===== src/rtl/tsense_pkg.sv =====
package tsense_pkg;

    localparam logic [7:0] OP_CONVERT = 8'h44;
    localparam logic [7:0] OP_WRSP    = 8'h4E;
    localparam logic [7:0] OP_RDSP    = 8'hBE;
    localparam logic [7:0] OP_COPY    = 8'h48;
    localparam logic [7:0] OP_RECALL  = 8'hB8;

    localparam int SP_BYTES = 9;
    localparam int SP_BITS  = SP_BYTES * 8;

    typedef struct packed {
        logic [7:0] th;
        logic [7:0] tl;
        logic [7:0] cfg;
    } trip_t;

    typedef enum logic [1:0] {PH_CMD, PH_WRITE, PH_HOLD} phase_t;
    typedef enum logic [1:0] {RD_IDLE, RD_DATA, RD_STAT} rdmode_t;
    typedef enum logic {NV_LOAD, NV_STORE} nvop_t;

    // CRC-8, reflected form of x^8+x^5+x^4+1, LSB of the word first
    function automatic logic [7:0] crc8_lsb(input logic [63:0] d);
        logic [7:0] c;
        logic       fb;
        c = '0;
        for (int i = 0; i < 64; i++) begin
            fb = c[0] ^ d[i];
            c  = {1'b0, c[7:1]};
            if (fb) c = c ^ 8'h8C;
        end
        return c;
    endfunction

    function automatic logic [7:0] cfg_fix(input logic [7:0] v);
        return {1'b0, v[6:5], 5'b11111};
    endfunction

    function automatic logic [15:0] res_mask(input logic [15:0] t, input logic [1:0] r);
        logic [15:0] o;
        case (r)
            2'b00:   o = {t[15:3], 3'b000};
            2'b01:   o = {t[15:2], 2'b00};
            2'b10:   o = {t[15:1], 1'b0};
            default: o = t;
        endcase
        return o;
    endfunction

    function automatic logic alarm_eval(input logic [15:0] t, input logic [7:0] hi,
                                        input logic [7:0] lo);
        logic signed [7:0] v;
        v = $signed(t[11:4]);
        return (v >= $signed(hi)) || (v <= $signed(lo));
    endfunction

endpackage


===== src/rtl/tsense_nvm.sv =====
module tsense_nvm
    import tsense_pkg::*;
#(
    parameter int         NV_TICKS = 8,
    parameter logic [7:0] TH0      = 8'h46,
    parameter logic [7:0] TL0      = 8'h0A,
    parameter logic [7:0] CFG0     = 8'h7F
) (
    input  logic  clk,
    input  logic  rst,
    input  logic  store_req,
    input  trip_t store_data,
    input  logic  load_req,
    output logic  busy,
    output trip_t mem,
    output logic  load_done
);
    localparam int CW = $clog2(NV_TICKS + 1);

    logic          busy_q;
    logic [CW-1:0] cnt_q;
    nvop_t         op_q;
    trip_t         pend_q;
    trip_t         mem_q;

    always_ff @(posedge clk) begin
        if (rst) begin
            busy_q <= 1'b1;               // power-up reload
            cnt_q  <= CW'(NV_TICKS - 1);
            op_q   <= NV_LOAD;
            pend_q <= '0;
            mem_q  <= '{th: TH0, tl: TL0, cfg: cfg_fix(CFG0)};
        end else if (busy_q) begin
            if (cnt_q == '0) begin
                busy_q <= 1'b0;
                if (op_q == NV_STORE) mem_q <= pend_q;
            end else begin
                cnt_q <= cnt_q - 1'b1;
            end
        end else if (store_req) begin
            busy_q <= 1'b1;
            cnt_q  <= CW'(NV_TICKS - 1);
            op_q   <= NV_STORE;
            pend_q <= store_data;
        end else if (load_req) begin
            busy_q <= 1'b1;
            cnt_q  <= CW'(NV_TICKS - 1);
            op_q   <= NV_LOAD;
        end
    end

    assign busy      = busy_q;
    assign mem       = mem_q;
    assign load_done = busy_q && (cnt_q == '0) && (op_q == NV_LOAD);

    assert_mem_hold_R10: assert property (@(posedge clk) disable iff (rst)
        !busy_q |=> $stable(mem_q));
    assert_nv_idle_R12: assert property (@(posedge clk) disable iff (rst)
        (store_req || load_req) |-> !busy_q);

endmodule


===== src/rtl/tsense_conv.sv =====
module tsense_conv
    import tsense_pkg::*;
#(
    parameter int CONV_TICKS = 64
) (
    input  logic        clk,
    input  logic        rst,
    input  logic        start,
    input  logic [1:0]  res,
    input  logic [7:0]  th,
    input  logic [7:0]  tl,
    input  logic        sens_done,
    input  logic [15:0] sens_value,
    output logic        sens_start,
    output logic        busy,
    output logic [15:0] temp,
    output logic        alarm
);
    localparam int CW = $clog2(CONV_TICKS + 1);

    logic          busy_q, start_q, alarm_q;
    logic [CW-1:0] cnt_q, span;
    logic [1:0]    res_q;
    logic [15:0]   pend_q, temp_q, sample, masked;
    logic          commit;

    always_comb begin
        case (res)
            2'b00:   span = CW'(CONV_TICKS / 8);
            2'b01:   span = CW'(CONV_TICKS / 4);
            2'b10:   span = CW'(CONV_TICKS / 2);
            default: span = CW'(CONV_TICKS);
        endcase
    end

    assign sample = sens_done ? sens_value : pend_q;
    assign masked = res_mask(sample, res_q);
    assign commit = busy_q && (cnt_q == '0);

    always_ff @(posedge clk) begin
        if (rst) begin
            busy_q  <= 1'b0;
            start_q <= 1'b0;
            cnt_q   <= '0;
            res_q   <= 2'b11;
            pend_q  <= 16'h0550;
            temp_q  <= 16'h0550;
            alarm_q <= 1'b0;
        end else begin
            start_q <= start;
            if (start) begin
                busy_q <= 1'b1;
                cnt_q  <= span - 1'b1;
                res_q  <= res;
                pend_q <= temp_q;
            end else if (busy_q) begin
                if (sens_done) pend_q <= sens_value;
                if (commit) begin
                    busy_q  <= 1'b0;
                    temp_q  <= masked;
                    alarm_q <= alarm_eval(masked, th, tl);
                end else begin
                    cnt_q <= cnt_q - 1'b1;
                end
            end
        end
    end

    assign sens_start = start_q;
    assign busy       = busy_q;
    assign temp       = temp_q;
    assign alarm      = alarm_q;

    assert_start_idle_R12: assert property (@(posedge clk) disable iff (rst)
        start |-> !busy_q);
    assert_conv_end_R7: assert property (@(posedge clk) disable iff (rst)
        commit |=> !busy_q);
    assert_mask9_R8: assert property (@(posedge clk) disable iff (rst)
        (commit && res_q == 2'b00) |=> (temp_q[2:0] == 3'b000));
    assert_mask10_R8: assert property (@(posedge clk) disable iff (rst)
        (commit && res_q == 2'b01) |=> (temp_q[1:0] == 2'b00));

endmodule


===== src/rtl/tsense_rd.sv =====
module tsense_rd
    import tsense_pkg::*;
(
    input  logic               clk,
    input  logic               rst,
    input  logic               arm_data,
    input  logic               arm_stat,
    input  logic               stop,
    input  logic               stat_bit,
    input  logic               rd_req,
    input  logic [SP_BITS-1:0] image,
    output logic               rd_valid,
    output logic               rd_bit
);
    localparam int IW = $clog2(SP_BITS + 1);

    rdmode_t       mode_q;
    logic [IW-1:0] idx_q;
    logic          valid_q, bit_q, bit_now, in_range;

    assign in_range = (idx_q < IW'(SP_BITS));

    always_comb begin
        case (mode_q)
            RD_DATA: bit_now = in_range ? image[idx_q] : 1'b1;
            RD_STAT: bit_now = stat_bit;
            default: bit_now = 1'b1;
        endcase
    end

    always_ff @(posedge clk) begin
        if (rst) begin
            mode_q  <= RD_IDLE;
            idx_q   <= '0;
            valid_q <= 1'b0;
            bit_q   <= 1'b1;
        end else begin
            valid_q <= rd_req;
            if (rd_req) bit_q <= bit_now;
            if (stop) begin
                mode_q <= RD_IDLE;
                idx_q  <= '0;
            end else if (arm_data) begin
                mode_q <= RD_DATA;
                idx_q  <= '0;
            end else if (arm_stat) begin
                mode_q <= RD_STAT;
            end else if (rd_req && mode_q == RD_DATA && in_range) begin
                idx_q <= idx_q + 1'b1;
            end
        end
    end

    assign rd_valid = valid_q;
    assign rd_bit   = bit_q;

    assert_slot_R4: assert property (@(posedge clk) disable iff (rst)
        rd_req |=> rd_valid);
    assert_idx_R4: assert property (@(posedge clk) disable iff (rst)
        idx_q <= IW'(SP_BITS));

endmodule


===== src/rtl/tsense_scratch.sv =====
module tsense_scratch
    import tsense_pkg::*;
#(
    parameter int         CONV_TICKS = 64,
    parameter int         NV_TICKS   = 8,
    parameter logic [7:0] NV_TH      = 8'h46,
    parameter logic [7:0] NV_TL      = 8'h0A,
    parameter logic [7:0] NV_CFG     = 8'h7F,
    parameter logic [7:0] RSVD6      = 8'h00
) (
    input  logic        clk,
    input  logic        rst,
    input  logic        bus_reset,
    input  logic        byte_valid,
    input  logic [7:0]  byte_data,
    input  logic        rd_req,
    output logic        rd_valid,
    output logic        rd_bit,
    output logic        sens_start,
    input  logic        sens_done,
    input  logic [15:0] sens_value,
    output logic        conv_busy,
    output logic        nv_busy,
    output logic        alarm
);
    phase_t       phase_q;
    logic [1:0]   widx_q;
    logic [7:0]   th_q, tl_q, cfg_q;
    logic         any_busy, cmd_take;
    logic         conv_go, rd_go, copy_go, recall_go;
    logic         load_done;
    logic [15:0]  temp;
    trip_t        nv_mem;
    logic [63:0]  body;
    logic [SP_BITS-1:0] image;

    assign any_busy  = conv_busy | nv_busy;
    assign cmd_take  = byte_valid && !bus_reset && (phase_q == PH_CMD) && !any_busy;
    assign conv_go   = cmd_take && (byte_data == OP_CONVERT);
    assign rd_go     = cmd_take && (byte_data == OP_RDSP);
    assign copy_go   = cmd_take && (byte_data == OP_COPY);
    assign recall_go = cmd_take && (byte_data == OP_RECALL);

    always_ff @(posedge clk) begin
        if (rst) begin
            phase_q <= PH_CMD;
            widx_q  <= '0;
            th_q    <= '0;
            tl_q    <= '0;
            cfg_q   <= 8'h7F;
        end else begin
            if (load_done) begin
                th_q  <= nv_mem.th;
                tl_q  <= nv_mem.tl;
                cfg_q <= cfg_fix(nv_mem.cfg);
            end
            if (bus_reset) begin
                phase_q <= PH_CMD;
            end else if (cmd_take) begin
                widx_q  <= '0;
                phase_q <= (byte_data == OP_WRSP) ? PH_WRITE : PH_HOLD;
            end else if (phase_q == PH_WRITE && byte_valid) begin
                case (widx_q)
                    2'd0:    th_q  <= byte_data;
                    2'd1:    tl_q  <= byte_data;
                    default: cfg_q <= cfg_fix(byte_data);
                endcase
                widx_q <= widx_q + 1'b1;
                if (widx_q == 2'd2) phase_q <= PH_HOLD;
            end
        end
    end

    assign body  = {8'h10, RSVD6, 8'hFF, cfg_q, tl_q, th_q, temp};
    assign image = {crc8_lsb(body), body};

    tsense_conv #(.CONV_TICKS(CONV_TICKS)) u_conv (
        .clk(clk), .rst(rst), .start(conv_go), .res(cfg_q[6:5]),
        .th(th_q), .tl(tl_q), .sens_done(sens_done), .sens_value(sens_value),
        .sens_start(sens_start), .busy(conv_busy), .temp(temp), .alarm(alarm)
    );

    tsense_nvm #(.NV_TICKS(NV_TICKS), .TH0(NV_TH), .TL0(NV_TL), .CFG0(NV_CFG)) u_nvm (
        .clk(clk), .rst(rst), .store_req(copy_go),
        .store_data('{th: th_q, tl: tl_q, cfg: cfg_q}),
        .load_req(recall_go), .busy(nv_busy), .mem(nv_mem), .load_done(load_done)
    );

    tsense_rd u_rd (
        .clk(clk), .rst(rst), .arm_data(rd_go), .arm_stat(recall_go),
        .stop(bus_reset), .stat_bit(!nv_busy), .rd_req(rd_req), .image(image),
        .rd_valid(rd_valid), .rd_bit(rd_bit)
    );

    assert_cfg_rsv_R3: assert property (@(posedge clk) disable iff (rst)
        (cfg_q[7] == 1'b0) && (cfg_q[4:0] == 5'h1F));
    assert_ignore_busy_R12: assert property (@(posedge clk) disable iff (rst)
        (byte_valid && conv_busy && phase_q == PH_CMD && !bus_reset)
        |=> ($stable(th_q) && $stable(tl_q) && $stable(cfg_q)));

endmodule


===== config.mk =====
export PLATFORM = sky130hd
export DESIGN_NAME = tsense_scratch
export DESIGN_NICKNAME = d
export VERILOG_FILES = /design/src/rtl/tsense_pkg.sv /design/src/rtl/tsense_nvm.sv /design/src/rtl/tsense_conv.sv /design/src/rtl/tsense_rd.sv /design/src/rtl/tsense_scratch.sv
export SDC_FILE = /design/constraint.sdc
export NUM_CORES = 1
export LEC_CHECK = 0
export ABC_AREA = 1
export BUFFER_PORTS_ARGS = -buffer_cell sky130_fd_sc_hd__buf_2
export CORE_MARGIN = 3
export CORE_UTILIZATION = 60
export CTS_CLUSTER_SIZE = 14
export DETAILED_ROUTE_END_ITERATION = 10
export PLACE_DENSITY_LB_ADDON = 0.25
export SLEW_MARGIN = 20
export SYNTH_ARGS = -nofsm -noshare
export SYNTH_HDL_FRONTEND = slang
export SYNTH_SLANG_ARGS = --single-unit

===== constraint.sdc =====
create_clock -name clk -period 7.3 [get_ports clk]
set_clock_uncertainty 0.15 [all_clocks]
set_input_delay 1.46 -clock clk [delete_from_list [all_inputs] [get_ports clk]]
set_output_delay 1.46 -clock clk [all_outputs]
set_load 0.01 [all_outputs]

==> results of run 1 <==
-- worst reg2reg max path, delay by kind of cell (launching register included) --
family / cells / cell delay (ns)
and+or+nand+nor: 43 / 3.76
DFF: 1 / 0.51
xor gates and xnor gates: 1 / 0.28
buffers and inverters: 3 / 0.23
AOI/OAI and AO/OA: 1 / 0.16
-- cell type report --
class | count | area, um2 | share of cell area
flip-flops and latches | 125 | 2500 | 0.274
well taps | 176 | 220 | 0.0241
inverters | 184 | 693 | 0.0760
clock inverters | 10 | 66.3 | 0.00727
multi-input cells | 927 | 4960 | 0.544
clock buffers | 21 | 460 | 0.0505
repair buffers | 40 | 213 | 0.0233
-- cell families (layout without fill, tap and decap cells) --
kind of cell | after synthesis | after routing | synth area share
fa+ha+maj | 26 | 26 | 0.0391
mux | 10 | 10 | 0.0122
flops | 125 | 125 | 0.301
buf+inv | 223 | 255 | 0.102
compound gates | 264 | 264 | 0.175
simple gates | 594 | 594 | 0.333
xor+xnor | 33 | 33 | 0.0374
-- metrics by stage --
step / instances / hold WS [ns] / cell area [um2] / util / power, mW
2_1_floorplan: 1275 / 0.272 / 8320 / - / 1.03
3_3_place_gp: 1452 / 0.284 / 8590 / 0.641 / 1.10
3_5_place_dp: 1452 / 0.285 / 8590 / 0.641 / 1.10
4_1_cts: 1483 / 0.299 / 9120 / 0.681 / 1.86
5_1_grt: 1483 / 0.317 / 9120 / 0.681 / 1.95
6_report: 1483 / 0.302 / 9120 / 0.681 / 1.85
-- registers in the layout (all words and copies together), names as in the netlist, 2 cells and up --
signal	flops
cfg_q	8
phase_q	2
th_q	8
tl_q	8
u_conv.cnt_q	7
u_conv.pend_q	16
u_conv.res_q	2
u_conv.temp	16
u_nvm.cnt_q	4
u_nvm.mem	18
u_nvm.pend_q	18
u_rd.idx_q	7
u_rd.mode_q	2
widx_q	2
-- how the worst min path moves through the flow --
stage	cells after the start	startpoint	to
after global placement	2	u_nvm.pend_q[11]	u_nvm.mem[11]
after CTS	2	u_nvm.pend_q[22]	u_nvm.mem[22]
after global routing	2	u_nvm.pend_q[11]	u_nvm.mem[11]
final	2	u_nvm.mem[16]	u_nvm.mem[16]
after detailed placement	2	u_nvm.pend_q[11]	u_nvm.mem[11]
after floorplan	2	cfg_q[3]	cfg_q[3]
-- layout by cell type, fill, tap and decap left out, types with 2 or more instances in the layout --
cell	Yosys	routed
inv_6	0	2
clkinv_2	0	5
o221a_2	2	2
clkinvlp_4	0	2
buf_4	0	5
a21oi_1	99	99
nor4_1	3	3
clkbuf_1	29	2
xor2_2	3	3
o21bai_1	10	10
nand3_2	16	16
clkbuf_16	0	17
nand3_1	125	125
inv_2	13	13
nand3b_1	3	3
o21ai_0	112	112
xor2_1	25	25
inv_1	168	168
nand2_1	294	294
a211oi_1	7	7
nand2_4	11	11
o22ai_1	11	11
nand2_2	59	59
o211ai_1	11	11
mux2i_1	9	9
clkinv_1	2	2
dfxtp_1	125	125
xnor2_1	5	5
nor3_1	10	10
o311ai_0	2	2
clkbuf_8	0	2
buf_2	4	35
nor2_1	67	67
a221oi_1	5	5
nand4_1	4	4
ha_1	26	26
-- per-layer routing --
metal	global-route usage	vias to the layer above
li1	-	4203
met1	0.396	3768
met2	0.466	269
met3	0.0609	49
met4	0.120	0
met5	0	-
-- power breakdown --
part	switching, mW	total (mW)	internal (mW)
Clock	0.311	0.759	0.448
Combinational	0.261	0.404	0.143
Sequential	0.00166	0.687	0.685
==> results.cfg, run 1 <==
[floorplanning]
die-height_um = 124
fp.dieW_um = 124
dieArea_um2 = 15300
num_rows = 42
initial_utilization = 0.621
core-area_um2 = 13400
ios = 36

[timing]
maxSlewViolCount = 0
fin_tns_setup_ns = 0
setup_violations = 0
period_minus_slack_ns = 5.16
fin_crit_sh = 0.707
slew-limit-headroom = 0.278
rsz0062_at_grt = no
tightest_slew_ns = 1.08
setup_ws_ns = 2.14
hold_violations = 0
clock.fmax_ghz = 0.194

[logic_synthesis]
synth.most_common_cell = nand2_1
synth-main-ff-cell = dfxtp_1
yosys_warnings = 0
synth-edff-count = 0
netlist_area_um2 = 8320
syn_area_per_cell_um2 = 6.52
ys_seq_elements = 125
syn_inst = 1275
syn-num-nets = 1331
ys_types = 41
ys_seq_area_frac = 0.301
yosysTopAreaCellShare = 0.301
synth_area_leaders = dfxtp_1 (30%), nand2_1 (13%), inv_1 (7.6%)
synthTopCellsByCount = nand2_1 (294), inv_1 (168), dfxtp_1 (125), nand3_1 (125), o21ai_0 (112)
async_flop_share = 0
synth_area_leader_cell = dfxtp_1

[critical_path]
worst-path-buf-inv = 3
cp_top_family = simple AND/OR/NAND/NOR gates
cp-start-kind = flip-flop
path_class = flip-flop to flip-flop
endpoint_kind = flip-flop
worst_r2r_path_depth = 48
r2r_setup_slack_ns = 2.14
critPathMaxFanout = 6
max_stage_delay_ns = 0.51
r2r-end = u_rd.rd_bit
crit_start = u_conv.temp[2]
cp.arrival_ns = 5.32
cp_num_cells = 48
r2r-start = u_conv.temp[2]
cp_data_required_time_ns = 7.46
crit_path_top_delay_cell = dfxtp_1
cp_common_cell = nand2_1
endpoint = u_rd.rd_bit

[routing]
antenna_left = 0
avgViaCountPerCell = 5.59
route.met3.wl_um = 1580
wl_met2_um = 9810
wl_met1_um = 9660
first_pass_iters = 5
wl_um = 21600
drt_iter0_drc = 668
highest_layer = met4
routedWlPerCell_um = 14.6
vias = 8289
drc = 0

[cts]
clock_sinks = 125
insertion_delay_ns = 0.42
clk_pin_slew_ns = 0.06
cts_htree_levels = 4
cts_tree = done
cts_buffer_depth = 2
postCtsSetupBuffers = 0
cts-root-buf = clkbuf_16
cts_resized = 0
hold_buffers = 0
cts_buffers = 17

[global_routing]
grt_first_pass_wirelength_um = 36000
grt_max_degree = 56
grt_pass1_vias = 7647
overflow = 0
grt_usage = 0.296
antenna_found_initial = 0

[power]
power.density_nw_per_um2 = 203
vdd_drop_max_v = 0.000195
p_leak_nw = 4.42

[min_path]
hold_class = flip-flop to flip-flop

[layout]
nFillCells = 1196
drive_gt1_frac = 0.135
fin_nets = 1351
area_delta_synth_final_pct = 9.63
diodes = 0

[outcome]
status = finished, final reports clean

[placement]
dp_hpwl_um = 16000
port_buffers = 35
gp_congestion = 0.946
dp_slack_ns = 2.22

[job]
cap_viol_max_count = 0
Note: power is estimated with default switching activity, not from simulation.
==> run 2: changes to the inputs <==
--- a/config.mk
+++ b/config.mk
@@ -8,7 +8,7 @@
 export ABC_AREA = 1
 export BUFFER_PORTS_ARGS = -buffer_cell sky130_fd_sc_hd__buf_2
 export CORE_MARGIN = 3
-export CORE_UTILIZATION = 60
+export CORE_UTILIZATION = 57
 export CTS_CLUSTER_SIZE = 14
 export DETAILED_ROUTE_END_ITERATION = 10
 export PLACE_DENSITY_LB_ADDON = 0.25
==> constraint.sdc (replaced) <==
create_clock -name clk -period 4.6 [get_ports clk]
set_clock_uncertainty 0.15 [all_clocks]
set_input_delay 0.92 -clock clk [delete_from_list [all_inputs] [get_ports clk]]
set_output_delay 0.92 -clock clk [all_outputs]
set_load 0.01 [all_outputs]
==> run 2 against run 1 <==
Effect of this change: die area is 5.0% higher; final cell count is 5.1% higher; count of clock-buffer cells in the layout is 2 higher; register-to-register slack worse by 2.7 ns; power is 74% higher; critical endpoint unchanged; utilization is 6.2 points higher; sequential share of layout area is 3.3 points lower; cell area is 15% higher; the flow now finishes with violations (setup timing); clock power is 66% higher; largest power group unchanged; highest routed layer unchanged.
==> results.cfg, run 2 (synthesis gave the netlist of run 1 again) <==
[outcome]
status = finished with violations
violations = setup timing

[routing]
first_pass_iters = 7
antenna_left = 0
vias = 8875
wl_met2_um = 11700
drt_iter0_drc = 815
avgViaCountPerCell = 5.70
wl_met1_um = 10500
drc = 0
route.met3.wl_um = 1870
wl_um = 24700
highest_layer = met4
routedWlPerCell_um = 15.9

[power]
p_leak_nw = 4.94
seqPwrFrac = 0.338
cellInternalPower_mw = 2.20
switching_share = 0.318
power_mw = 3.22
power_frac_clock = 0.391
power.density_nw_per_um2 = 308
power_switching_mw = 1.02
vdd_drop_max_v = 0.000228
comb_power_share = 0.271

[cts]
cts-root-buf = clkbuf_16
cts_htree_levels = 4
cts_buffers = 17
hold_buffers = 0
clk_pin_slew_ns = 0.05
insertion_delay_ns = 0.43
clock_sinks = 125
cts_buffer_depth = 2
cts_tree = done

[timing]
period_minus_slack_ns = 5.12
rsz0062_at_grt = yes
setup_violations = 1
hold_violations = 0
setup_ws_ns = -0.523
tightest_slew_ns = 1.09
slew-limit-headroom = 0.273
fin_crit_sh = 1.11
clock.fmax_ghz = 0.195
fin_tns_setup_ns = -0.523
whs_ns = 0.300
maxSlewViolCount = 0

[critical_path]
cp.arrival_ns = 5.29
r2r-end = u_rd.rd_bit
critPathMaxFanout = 4
crit_start = u_conv.temp[3]
cp_data_required_time_ns = 4.77
max_stage_delay_ns = 0.35
cp_common_cell = nand2_4
worst_r2r_path_depth = 54
crit_path_top_delay_cell = dfxtp_4
cp-start-kind = flip-flop
path_class = flip-flop to flip-flop
endpoint_kind = flip-flop
r2r-start = u_conv.temp[3]
r2r_setup_slack_ns = -0.52
endpoint = u_rd.rd_bit

[layout]
drive_gt1_frac = 0.270
fin_area_um2 = 10500
diodes = 0
fin_nets = 1421
final_common_cell = nand2_1
area_delta_synth_final_pct = 25.7
final_cell_mix = nand2_1 (225), inv_1 (161), dfxtp_1 (116), o21ai_0 (112), a21oi_1 (98)
instances_no_fill = 1558

[global_routing]
grt_usage = 0.295
grt_first_pass_wirelength_um = 38700
overflow = 0
grt_max_degree = 50
antenna_found_initial = 0
grt_pass1_vias = 8204

[floorplanning]
dieArea_um2 = 16100
num_rows = 43
fp.dieW_um = 127
initial_utilization = 0.590
core-area_um2 = 14100
ios = 36
die-height_um = 127

[min_path]
hold_class = flip-flop to flip-flop

[placement]
dp_cells = 1517
port_buffers = 35
placed_area_um2 = 9070
dp_hpwl_um = 17000
gp_congestion = 0.922

[job]
cap_viol_max_count = 0
## run 2: changes by cell type in the layout (fill, tap and decap cells not counted), moves of 4 or more
cell,change
nand3_2,+14
nand3_4,+18
dfxtp_1,-9
dfxtp_2,+5
inv_2,+4
buf_4,+67
dfxtp_4,+4
nand2_1,-69
inv_1,-7
nand2_4,+35
nand3_1,-32
xor2_2,+6
xor2_1,-7
nand2_2,+34
## run 2: worst min path at each step
stage | startpoint | to | slack, ns | cells after the start
floorplan | cfg_q[3] | cfg_q[3] | 0.27 | 2
global placement | u_nvm.pend_q[22] | u_nvm.mem[22] | 0.28 | 2
detailed placement | u_nvm.pend_q[11] | u_nvm.mem[11] | 0.29 | 2
CTS | u_nvm.pend_q[17] | u_nvm.mem[17] | 0.31 | 2
global route | u_nvm.pend_q[13] | u_nvm.mem[13] | 0.32 | 2
finish | u_nvm.pend_q[18] | u_nvm.mem[18] | 0.30 | 2
## run 2: power groups by stage
stage | Sequential [mW] | Combinational, mW | Clock (mW)
2_1_floorplan | 1.11 | 0.522 | 0
3_3_place_gp | 1.11 | 0.682 | 0
3_5_place_dp | 1.11 | 0.696 | 0
4_1_cts | 1.09 | 0.711 | 1.27
5_1_grt | 1.09 | 0.972 | 1.32
6_report | 1.09 | 0.873 | 1.26
## run 2: area by class of cell
class | instances | area (um2)
clock buffer | 23 | 468
clock inverter | 9 | 86.3
fill | 1050 | 3630
inverter | 184 | 701
multi-input combinational | 927 | 5700
sequential | 125 | 2520
tap | 180 | 225
timing repair buffer | 110 | 758
## run 2: metal layers
layer / up-vias / GRT usage
met5: - / 0
met4: 0 / 0.0946
met3: 63 / 0.0699
met1: 4112 / 0.380
met2: 357 / 0.490
li1: 4343 / -
## run 2: worst max-delay path: cells and delay by family (launching register included)
| family | cells | cell delay, ns |
|---|---|---|
| simple gates | 48 | 3.81 |
| buf+inv | 4 | 0.37 |
| flops | 1 | 0.35 |
| compound gates | 1 | 0.16 |
| xor+xnor | 1 | 0.15 |
## run 2: what timing repair did
item	in CTS	in global routing
resized for setup	60	131
buffers inserted	2	7
pin swaps	18	70
endpoints found under the setup margin	1	1
## run 2: through the flow
stage | util | worst slack [ns]
3_3_place_gp | 0.643 | -0.247
5_1_grt | 0.742 | -0.928
6_report | 0.742 | -0.523
2_1_floorplan | - | 0.333
4_1_cts | 0.701 | -0.211
3_5_place_dp | 0.643 | -0.391
